==> config.mk <==
export PLATFORM = sky130hd
export DESIGN_NAME = i2c_addr_match
export DESIGN_NICKNAME = d
export VERILOG_FILES = /design/src/rtl/i2c_am_pkg.sv /design/src/rtl/i2c_am_classify.sv /design/src/rtl/i2c_am_mcmp.sv /design/src/rtl/i2c_addr_match.sv
export SDC_FILE = /design/constraint.sdc
export NUM_CORES = 1
export LEC_CHECK = 0
export ABC_AREA = 1
export CAP_MARGIN = 30
export CORE_MARGIN = 5
export CORE_UTILIZATION = 55
export CTS_CLUSTER_SIZE = 30
export DETAILED_ROUTE_END_ITERATION = 8
export DONT_BUFFER_PORTS = 1
export MAX_ROUTING_LAYER = met4
export PLACE_DENSITY = 0.7
export SLEW_MARGIN = 15
export SYNTH_ARGS = -nofsm -noshare
export SYNTH_HDL_FRONTEND = slang
export SYNTH_SLANG_ARGS = --single-unit
export TNS_END_PERCENT = 1
==> constraint.sdc <==
create_clock -name clk -period 1.5 [get_ports clk]
set_clock_uncertainty 0.2 [all_clocks]
set_input_delay 0.15 -clock clk [delete_from_list [all_inputs] [get_ports clk]]
set_output_delay 0.15 -clock clk [all_outputs]
set_load 0.005 [all_outputs]
==> src/rtl/i2c_am_pkg.sv <==
package i2c_am_pkg;
  localparam int BYTE_W  = 8;
  localparam int A7_W    = 7;
  localparam int A10_W   = 10;
  localparam int HI_W    = A10_W - BYTE_W;

  // class of a raw first byte, decided before any masking
  typedef enum logic [2:0] {
    CLS_NORMAL,
    CLS_GCALL,
    CLS_STARTB,
    CLS_RSVD,
    CLS_HDR10
  } head_cls_e;
endpackage

==> src/rtl/i2c_am_classify.sv <==
module i2c_am_classify
  import i2c_am_pkg::*;
(
  input  logic [BYTE_W-1:0] head_byte,
  output head_cls_e         cls
);
  always_comb begin
    casez (head_byte[BYTE_W-1:1])
      7'b0000000: cls = head_byte[0] ? CLS_STARTB : CLS_GCALL;
      7'b0000001,
      7'b000001?,
      7'b00001??,
      7'b11111??: cls = CLS_RSVD;
      7'b11110??: cls = CLS_HDR10;
      default:    cls = CLS_NORMAL;
    endcase
  end
endmodule

==> src/rtl/i2c_am_mcmp.sv <==
module i2c_am_mcmp #(
  parameter int W = 7
) (
  input  logic [W-1:0] rx_bits,
  input  logic [W-1:0] own_bits,
  input  logic [W-1:0] dc_bits,
  output logic         hit
);
  assign hit = ((rx_bits ^ own_bits) & ~dc_bits) == '0;
endmodule

==> src/rtl/i2c_addr_match.sv <==
module i2c_addr_match
  import i2c_am_pkg::*;
(
  input  logic              clk,
  input  logic              rst_n,
  input  logic              in_valid,
  output logic              in_ready,
  input  logic [BYTE_W-1:0] in_byte,
  input  logic              in_first,
  input  logic              bus_stop,
  input  logic [A10_W-1:0]  cfg_addr,
  input  logic [A10_W-1:0]  cfg_mask,
  input  logic              cfg_ten_bit,
  input  logic              cfg_gc_en,
  input  logic              cfg_mgmt_en,
  output logic              ack,
  output logic              match,
  output logic              gen_call,
  output logic              rw
);
  logic [A10_W-1:0] eff_mask;
  head_cls_e        cls;
  logic             hit7, hit_hi, hit_lo;

  // 10-bit history: header acked (awaiting low byte), full write match seen
  logic hdr_pend_q, full10_q;
  logic hdr_pend_d, full10_d;
  logic ack_d, match_d, gc_d, rw_d;

  assign eff_mask = cfg_mgmt_en ? '0 : cfg_mask;

  i2c_am_classify u_cls (
    .head_byte (in_byte),
    .cls       (cls)
  );

  i2c_am_mcmp #(.W(A7_W)) u_cmp7 (
    .rx_bits  (in_byte[BYTE_W-1:1]),
    .own_bits (cfg_addr[A7_W-1:0]),
    .dc_bits  (eff_mask[A7_W-1:0]),
    .hit      (hit7)
  );

  i2c_am_mcmp #(.W(HI_W)) u_cmp_hi (
    .rx_bits  (in_byte[HI_W:1]),
    .own_bits (cfg_addr[A10_W-1:BYTE_W]),
    .dc_bits  (eff_mask[A10_W-1:BYTE_W]),
    .hit      (hit_hi)
  );

  i2c_am_mcmp #(.W(BYTE_W)) u_cmp_lo (
    .rx_bits  (in_byte),
    .own_bits (cfg_addr[BYTE_W-1:0]),
    .dc_bits  (eff_mask[BYTE_W-1:0]),
    .hit      (hit_lo)
  );

  always_comb begin
    ack_d      = 1'b0;
    match_d    = 1'b0;
    gc_d       = 1'b0;
    rw_d       = rw;
    hdr_pend_d = hdr_pend_q;
    full10_d   = full10_q;
    if (bus_stop) begin
      hdr_pend_d = 1'b0;
      full10_d   = 1'b0;
    end else if (in_valid) begin
      hdr_pend_d = 1'b0;
      if (in_first) begin
        full10_d = 1'b0;
        rw_d     = in_byte[0];
        unique case (cls)
          CLS_GCALL: begin
            ack_d   = cfg_gc_en;
            match_d = cfg_gc_en;
            gc_d    = cfg_gc_en;
          end
          CLS_NORMAL: begin
            ack_d   = !cfg_ten_bit && hit7;
            match_d = !cfg_ten_bit && hit7;
          end
          CLS_HDR10: begin
            if (cfg_ten_bit && hit_hi) begin
              if (!in_byte[0]) begin
                ack_d      = 1'b1;
                hdr_pend_d = 1'b1;
              end else if (full10_q) begin
                ack_d    = 1'b1;
                match_d  = 1'b1;
                full10_d = 1'b1;
              end
            end
          end
          default: ;
        endcase
      end else if (hdr_pend_q && hit_lo) begin
        ack_d    = 1'b1;
        match_d  = 1'b1;
        full10_d = 1'b1;
      end
    end
  end

  always_ff @(posedge clk) begin
    if (!rst_n) begin
      ack        <= 1'b0;
      match      <= 1'b0;
      gen_call   <= 1'b0;
      rw         <= 1'b0;
      hdr_pend_q <= 1'b0;
      full10_q   <= 1'b0;
      in_ready   <= 1'b0;
    end else begin
      ack        <= ack_d;
      match      <= match_d;
      gen_call   <= gc_d;
      rw         <= rw_d;
      hdr_pend_q <= hdr_pend_d;
      full10_q   <= full10_d;
      in_ready   <= 1'b1;
    end
  end
endmodule

==> flow_results.org, run 1 <==
** Status
- The run finished with clean final reports.

** Timing
- The count of pins over their slew limit came to 0.
- After layout, the minimum clock period comes to 1.27 ns.
- The number of hold-slack violations in the final timing report is 0.
- Setup repair after global routing left no endpoint under its margin.
- Worst max-slew margin expressed relative to the limit :: 86.5%
- The final critical path takes up 84.7% of the cycle.
- Count of endpoints failing setup in the final report :: 0
- Based on the critical path, the design can be clocked at up to 787 MHz.
- For the final routed database, the setup TNS stands at 0 ns.
- Worst Hold Margin :: 0.0172 ns
- For the pin with the worst max-slew slack, the measured transition is 0.202 ns.

** Logic synthesis
- Post-synth top area share :: 28.4%
- Counting flops and latches in the post-synthesis netlist gives 7.
- Netlist area before placement :: 726 um^2
- Among all flip-flop cells after synthesis, the most frequent one is dfxtp_1.
- The largest total area in the synthesized netlist belongs to nand2_1.
- Async set-or-reset flop fraction in the synthesized netlist :: 0%
- Most used standard cells in the synthesized netlist :: nand2_1 (55), nand3_1 (24), inv_1 (18)
- Synthesized Nets :: 178
- EDFF count, synth :: 0
- Synthesis instantiated 17 different standard cells from the library.
- During synthesis, Yosys emitted a total of 0 warnings.
- The average instance in the mapped netlist occupies 5.11 um^2.
- Number of instances in the synthesized netlist :: 142
- For this run, the register share of the synthesized area comes to 19.3%.
- Ranked by total cell area, the synthesized netlist is headed by nand2_1 (28%), dfxtp_1 (19%), nand3_1 (17%).
- Among all cell types in the netlist, the one instantiated most often is nand2_1.

** Worst hold path
- The path class of the tightest hold or removal check is in2reg.

** Finish
- Once layout is complete, the cells apart from fillers number 169.
- Summing all multi-input logic gate instances after layout gives 510 um^2.
- The net count of the finished layout is 191.
- Antenna diode count :: 0
- Share of final-layout standard cells stronger than drive strength 1 :: 6.49%
- Number of fill cells :: 145
- Summing all flip-flop and latch instances after layout gives 140 um^2.
- The area growth from synthesis to layout is 17.2%.

** Detailed routing
- Routed length per placed instance :: 11.9 um
- Antenna violation net count after detailed routing :: 0
- Detailed-route vias per instance :: 5.30
- Before antenna repair, the detailed router went through 4 iterations.
- For this block, the initial DRC count from the detailed router was 22.
- For this run, design rule violations remaining after detail routing come to 0.
- Vias :: 896
- The routed design has 2.01 mm of wire.

** Clock tree
- In this run the deepest clock path goes through 2 buffers.
- TritonCTS built the clock tree.
- The clock net in this run drives a total of 7 sinks.
- Register clock-pin slew on the reported worst setup and hold paths :: 0.05 ns
- In this run the number of H-tree levels came out at 1.
- In this run the clock root is driven by a clkbuf_4.
- Insertion delay of the later-clocked pin in the worst-skew pair :: 0.26 ns
- Clock buffers created by TritonCTS :: 3

** Floorplanning
- 41 I/O pins were placed.
- After floorplanning, the core was sized to cover 1270 um^2.
- The floorplan step set the die height to 46.3 um.
- The die covers 2150 um^2.
- In this run the horizontal extent of the chip is 46.3 um.
- Starting density of the core :: 57.2%
- Row generation in the floorplan step produced 13 rows.

** Global route
- The first global-routing pass estimated 3.17 mm of wire.
- Initial antenna violation count :: 0
- The via count of the first global-routing pass was 824.
- Total overflow reported by the global router :: 0
- Entering global routing, the biggest net connects 11 pins.
- Across every metal layer, demand over resource in global routing totals 21.6%.

** Worst setup path
- The kind of cell with the highest combined delay along the critical path is buffers and inverters.
- Data arrives at the worst endpoint at 1.26 ns.
- STA puts the critical path data required time at 1.49 ns.
- Bufs and invs on worst path :: 1
- Endpoint kind of the worst setup timing path :: register
- The worst setup path is launched from an input pin.
- Cells along the critical path :: dlygate4sd3_1 > nand3_1 > nor2_2 > nand2_1 > nand3_1 > nand2_1 > a21oi_1
- In this run the worst path has a maximum fanout of 3.
- Master of the slowest instance on the critical path :: dlygate4sd3_1
- Maximum single-stage delay on the critical path :: 0.52 ns
- Crit Path Category :: in2reg

** Place
- Counting tap cells, the placed design contains a total of 157 instances.
- Number of buffers inserted by port buffering :: 0
- Routability-driven placement finished with a final weighted congestion of 0.857.
- Detailed placement ended at an HPWL of 1.62 mm.

** Pwr
- The analysis attributes to cell leakage a power of 0.457 nW.
- Psw :: 0.145 mW
- Across the VDD grid, the largest voltage drop is 0.000477 V.
- Clock power frac :: 35.6%
- Power spread over the standard cell area amounts to 581 nW/um^2.
- Design internal power :: 0.349 mW
- Switching part of the total :: 29.4%
- Power share of the sequential group :: 38.6%
- Combinational power share :: 25.8%

** Run
- Max Cap Viol :: 0
==> worst register-to-register path: cells and delay by family (launching register included) <==
kind             cells  cell delay [ns]
AND/OR/NAND/NOR      4             0.49
flip-flops           1             0.32
AO/OA/AOI/OAI        1             0.06
==> cell usage in the layout (no fill, tap or decap), types with 2 or more instances in the layout <==
| cell | Yosys | final |
|---|---|---|
| o21ai_0 | 2 | 2 |
| inv_1 | 18 | 17 |
| clkbuf_4 | 0 | 3 |
| o21ai_1 | 2 | 2 |
| inv_2 | 2 | 3 |
| nand3_1 | 24 | 24 |
| or2_0 | 4 | 4 |
| a21oi_1 | 5 | 5 |
| nand3b_1 | 2 | 2 |
| nand2_1 | 55 | 55 |
| dlygate4sd3_1 | 0 | 6 |
| nor2_1 | 15 | 15 |
| dfxtp_1 | 7 | 7 |
==> power by group through the flow <==
stage               Combinational [mW]  Clock [mW]  Sequential (mW)
detailed placement               0.107           0            0.195
global placement                 0.104           0            0.195
floorplan                       0.0898           0            0.194
finish                           0.128       0.176            0.191
CTS                              0.125       0.174            0.191
global route                     0.147       0.190            0.191
==> metrics by stage <==
| step | cell area (um^2) | util [%] | power, mW | worst slack (ns) |
|---|---|---|---|---|
| 2_1_floorplan | 726 | - | 0.284 | 0.371 |
| 5_1_grt | 851 | 67.1 | 0.528 | 0.141 |
| 4_1_cts | 841 | 66.3 | 0.490 | 0.00829 |
| 6_report | 851 | 67.1 | 0.495 | 0.229 |
| 3_5_place_dp | 744 | 58.7 | 0.302 | 0.191 |
| 3_3_place_gp | 744 | 58.7 | 0.299 | 0.229 |
==> path summary, 6_finish.rpt <==
kind | start | endpoint | slack [ns] | cells after the start
worst max-delay path | cfg_ten_bit | match | 0.23 | 7
worst min-delay path | in_byte[3] | hdr_pend_q | 0.02 | 5
worst max register to register | full10_q | ack | 0.30 | 5
worst min register to register | hdr_pend_q | hdr_pend_q | 0.27 | 2
==> kinds of logic (layout without fill, tap and decap cells) <==
family                 after synthesis  after routing  synth area share, %
AND/OR/NAND/NOR                    105            105                 62.9
flip-flops                           7              7                 19.3
AO/OA/AOI/OAI                        9              9                 6.21
buffers and inverters               20             32                 10.3
XOR/XNOR                             1              1                 1.21
==> area by class of cell <==
class                   instances  area share (%)
clock buffers                   4            3.09
multi-input cells             115            60.0
inverters                      20            8.82
repair buffers                  8            9.41
flip-flops and latches          7            16.5
well taps                      15            2.21
==> routing by layer <==
| layer | global-route usage, % | wire length, um | vias to the layer above |
|---|---|---|---|
| li1 | - | - | 472 |
| met1 | 23.7 | 843 | 376 |
| met2 | 35.2 | 889 | 44 |
| met3 | 6.64 | 229 | 4 |
| met4 | 10.2 | 43 | 0 |
| met5 | - | 0 | - |
==> registers in the layout, indices dropped and copies added, names as in the netlist <==
name,count
match,1
in_ready,1
ack,1
gen_call,1
hdr_pend_q,1
rw,1
full10_q,1
==> repair_timing <==
item                                   in CTS  in global routing
setup endpoints to repair                   0                  3
buffers inserted                            0                  1
endpoints found under the hold margin       7                  0
resized for setup                           0                  2
hold buffers                                7                  0
(Power assumes the default switching activity.)
==> run 2, diff against run 1 <==
- clock period: 1.5 -> 1.25 ns (I/O delays scaled with it)
==> flow_results.org, run 2 (synthesis results as in run 1) <==
** Floorplanning
- Die H :: 46.3 um (unchanged)
- The width of the die was 46.3 um (unchanged).
- The starting utilization of the core area is 57.2% (unchanged).
- The placement row count was 13 (unchanged).
- The area of the die came to 2150 um^2 (unchanged).
- The I/O pin total is 41 (unchanged).
- Core area :: 1270 um^2 (unchanged)

** Detailed routing
- Final routed wirelength across all metal layers :: 1.86 mm (-7.1%)
- The routed length per placed instance is 11.1 um (-6.6%).
- Vias :: 892 (-0.45%)
- Count of routing violations after the opening detailed-route iteration :: 27 (+23%)
- The count of TritonRoute iterations in the first routing pass is 4 (unchanged).
- The average vias per placed instance is 5.31 (+0.15%).
- The DRC violation count after routing was 0 (unchanged).
- The number of routed nets with antenna violations came to 0 (unchanged).

** Worst setup path
- The worst-case reg-to-reg path depth is 5 (unchanged).
- Worst setup slack for register-to-register paths :: 0.08 ns (-0.22 ns)
- Cells along the critical path :: or2_2 > nand2_1 > nand3_1 > nand2_1 > a21oi_1
- By instance count, the cell type seen most on the critical path is nand2_1.
- Element type at the critical path start :: register
- The delay of the slowest cell on the worst path was 0.32 ns (-0.20 ns).
- RR Endpoint :: ack
- The largest fanout on the critical path came to 3 (unchanged).
- The data arrival time at the worst-slack endpoint came to 1.11 ns (-0.15 ns).
- For this design, the slowest cell found on the critical path is dfxtp_1.
- Bufs and invs on worst path :: 0 (-1)
- The worst register-to-register path begins at full10_q.
- The worst setup path is of the reg2reg kind.
- In this design, the largest share of critical-path delay is due to simple AND/OR/NAND/NOR gates.
- STA classifies the critical path endpoint as a register.
- The worst path required time was 1.19 ns (-0.30 ns).

** Clock tree
- Post CTS Setup Buffer Count :: 0 (unchanged)
- CTS tree :: built
- The later-pin clock latency in the skew report is 0.25 ns (about the same).
- Clock buffers created by TritonCTS :: 3 (unchanged)
- The maximum level of the CTS H-tree was 1 (unchanged).
- The CTS clock-pin slew for the worst setup and hold paths came to 0.05 ns (about the same).
- Clock tree synthesis selected as its root buffer the cell clkbuf_4.
- Maximum clock path buffer count :: 2 (unchanged)
- The CTS sink count is 7 (unchanged).
- Hold_buf cts :: 6 (-1)

** Timing
- Setup repair after global routing missed its margin :: no
- After layout, the minimum clock period comes to 1.17 ns.
- Share of the clock period used by the worst path :: 93.6%
- The final worst setup slack is 0.0802 ns (-0.149 ns).
- Count of endpoints failing setup in the final report :: 0 (unchanged)
- Worst Hold Margin :: -0.0282 ns (-0.0454 ns)
- Maximum achievable frequency :: 855 MHz
- The relative slew slack was 87.6% (+1.1 points).
- Final max-slew violation count :: 0 (unchanged)
- The slew of the pin with the lowest slew margin was 0.186 ns (-0.0159 ns).
- The number of hold-slack violations in the final timing report is 1 (+1).

** Place
- The worst slack after detailed placement is -0.00949 ns (-0.200 ns).
- Number of buffers inserted by port buffering :: 0 (unchanged)
- The half-perimeter wire length after placement came to 1.56 mm (-3.3%).
- Area post-placement :: 752 um^2 (+1.0%)
- The last weighted congestion value of the routability-driven placer is 0.861 (+0.41%).

** Finish
- Nets :: 190 (-0.52%)
- The growth of design area from synthesis to finish came to 17.2% (unchanged).
- Most common cell after layout, fill and taps aside :: nand2_1
- Final non-filler cell area :: 851 um^2 (unchanged)
- Most frequent cells in the layout :: nand2_1 (54), nand3_1 (24), inv_1 (18)
- The fraction of final layout cells sized beyond drive strength 1 came to 7.84% (+1.3 points).
- Antenna diode count :: 0 (unchanged)
- The utilization after layout was 67.1% (unchanged).

** Global route
- The total congestion overflow is 0 (unchanged).
- Initial antenna violation count :: 0 (unchanged)
- The via count of the first global-routing pass is 794 (-3.6%).
- First-pass GRT wire length :: 3.09 mm (-2.4%)
- GRT Resource Usage Total :: 20.7% (-0.88 points)
- The maximum number of pins on one net before global-route repair came to 11 (unchanged).

** Worst hold path
- Startpoint of the tightest hold check path :: cfg_ten_bit
- End point of the most critical hold path :: hdr_pend_q
- Hold/Removal Path Class :: in2reg
- Cell count of the worst hold path :: 4 (-1)

** Pwr
- Peak ir drop on the vdd network :: 0.000648 V (+36%)
- Power Density :: 686 nW/um^2 (+18%)
- Leakage power summed over all cells :: 0.463 nW (+1.2%)

** Status
- Run status :: finished, violations left
- Failing checks :: negative hold slack

** Run
- Max Cap Viol :: 0 (unchanged)
## run 2: worst max-delay path by stage
stage          cells after the start        start  endpoint
6_report                           5     full10_q       ack
5_1_grt                            5     full10_q       ack
4_1_cts                            5     in_first        rw
3_5_place_dp                       9  cfg_mgmt_en     match
3_3_place_gp                       9  cfg_mgmt_en     match
2_1_floorplan                      5     full10_q       ack
## run 2: what timing repair did
item	in CTS	in global routing
gates resized for setup	0	5
setup endpoints to repair	0	4
endpoints found under the hold margin	7	1
## run 2: stage by stage
step                      std cells  hold slack (ns)  TNS, ns  power [mW]
after floorplan                 142          -0.0473        0       0.341
after global placement          158          -0.0472        0       0.361
after detailed placement        158          -0.0472  -0.0186       0.364
after CTS                       168          -0.0268        0       0.584
after global routing            168          -0.0154        0       0.638
final                           168          -0.0282        0       0.584
## run 2: worst register-to-register path, delay by kind of cell, from the launching register on
family / cells / cell delay, ns
flops: 1 / 0.32
simple gates: 4 / 0.49
compound gates: 1 / 0.06
## run 2: report_power, final
| part | total (mW) | switching (mW) | internal [mW] |
|---|---|---|---|
| Clock | 0.202 | 0.0805 | 0.122 |
| Combinational | 0.152 | 0.0831 | 0.0691 |
| Sequential | 0.229 | 0.00202 | 0.227 |
| Total | 0.584 | 0.166 | 0.418 |
## run 2: area by class of cell
class / count / area, um^2
tap: 15 / 18.8
multi-input combinational: 115 / 518
sequential: 7 / 140
timing repair buffer: 7 / 72.6
inverter: 20 / 75.1
clock buffer: 4 / 26.3
fill: 135 / 418
## run 2: per-layer routing
layer,global-route usage [%],routed length [um],vias to the layer above
li1,-,-,470
met1,24.4,746,373
met5,-,0,-
met4,6.82,31,0
met2,31.3,840,45
met3,8.98,244,4
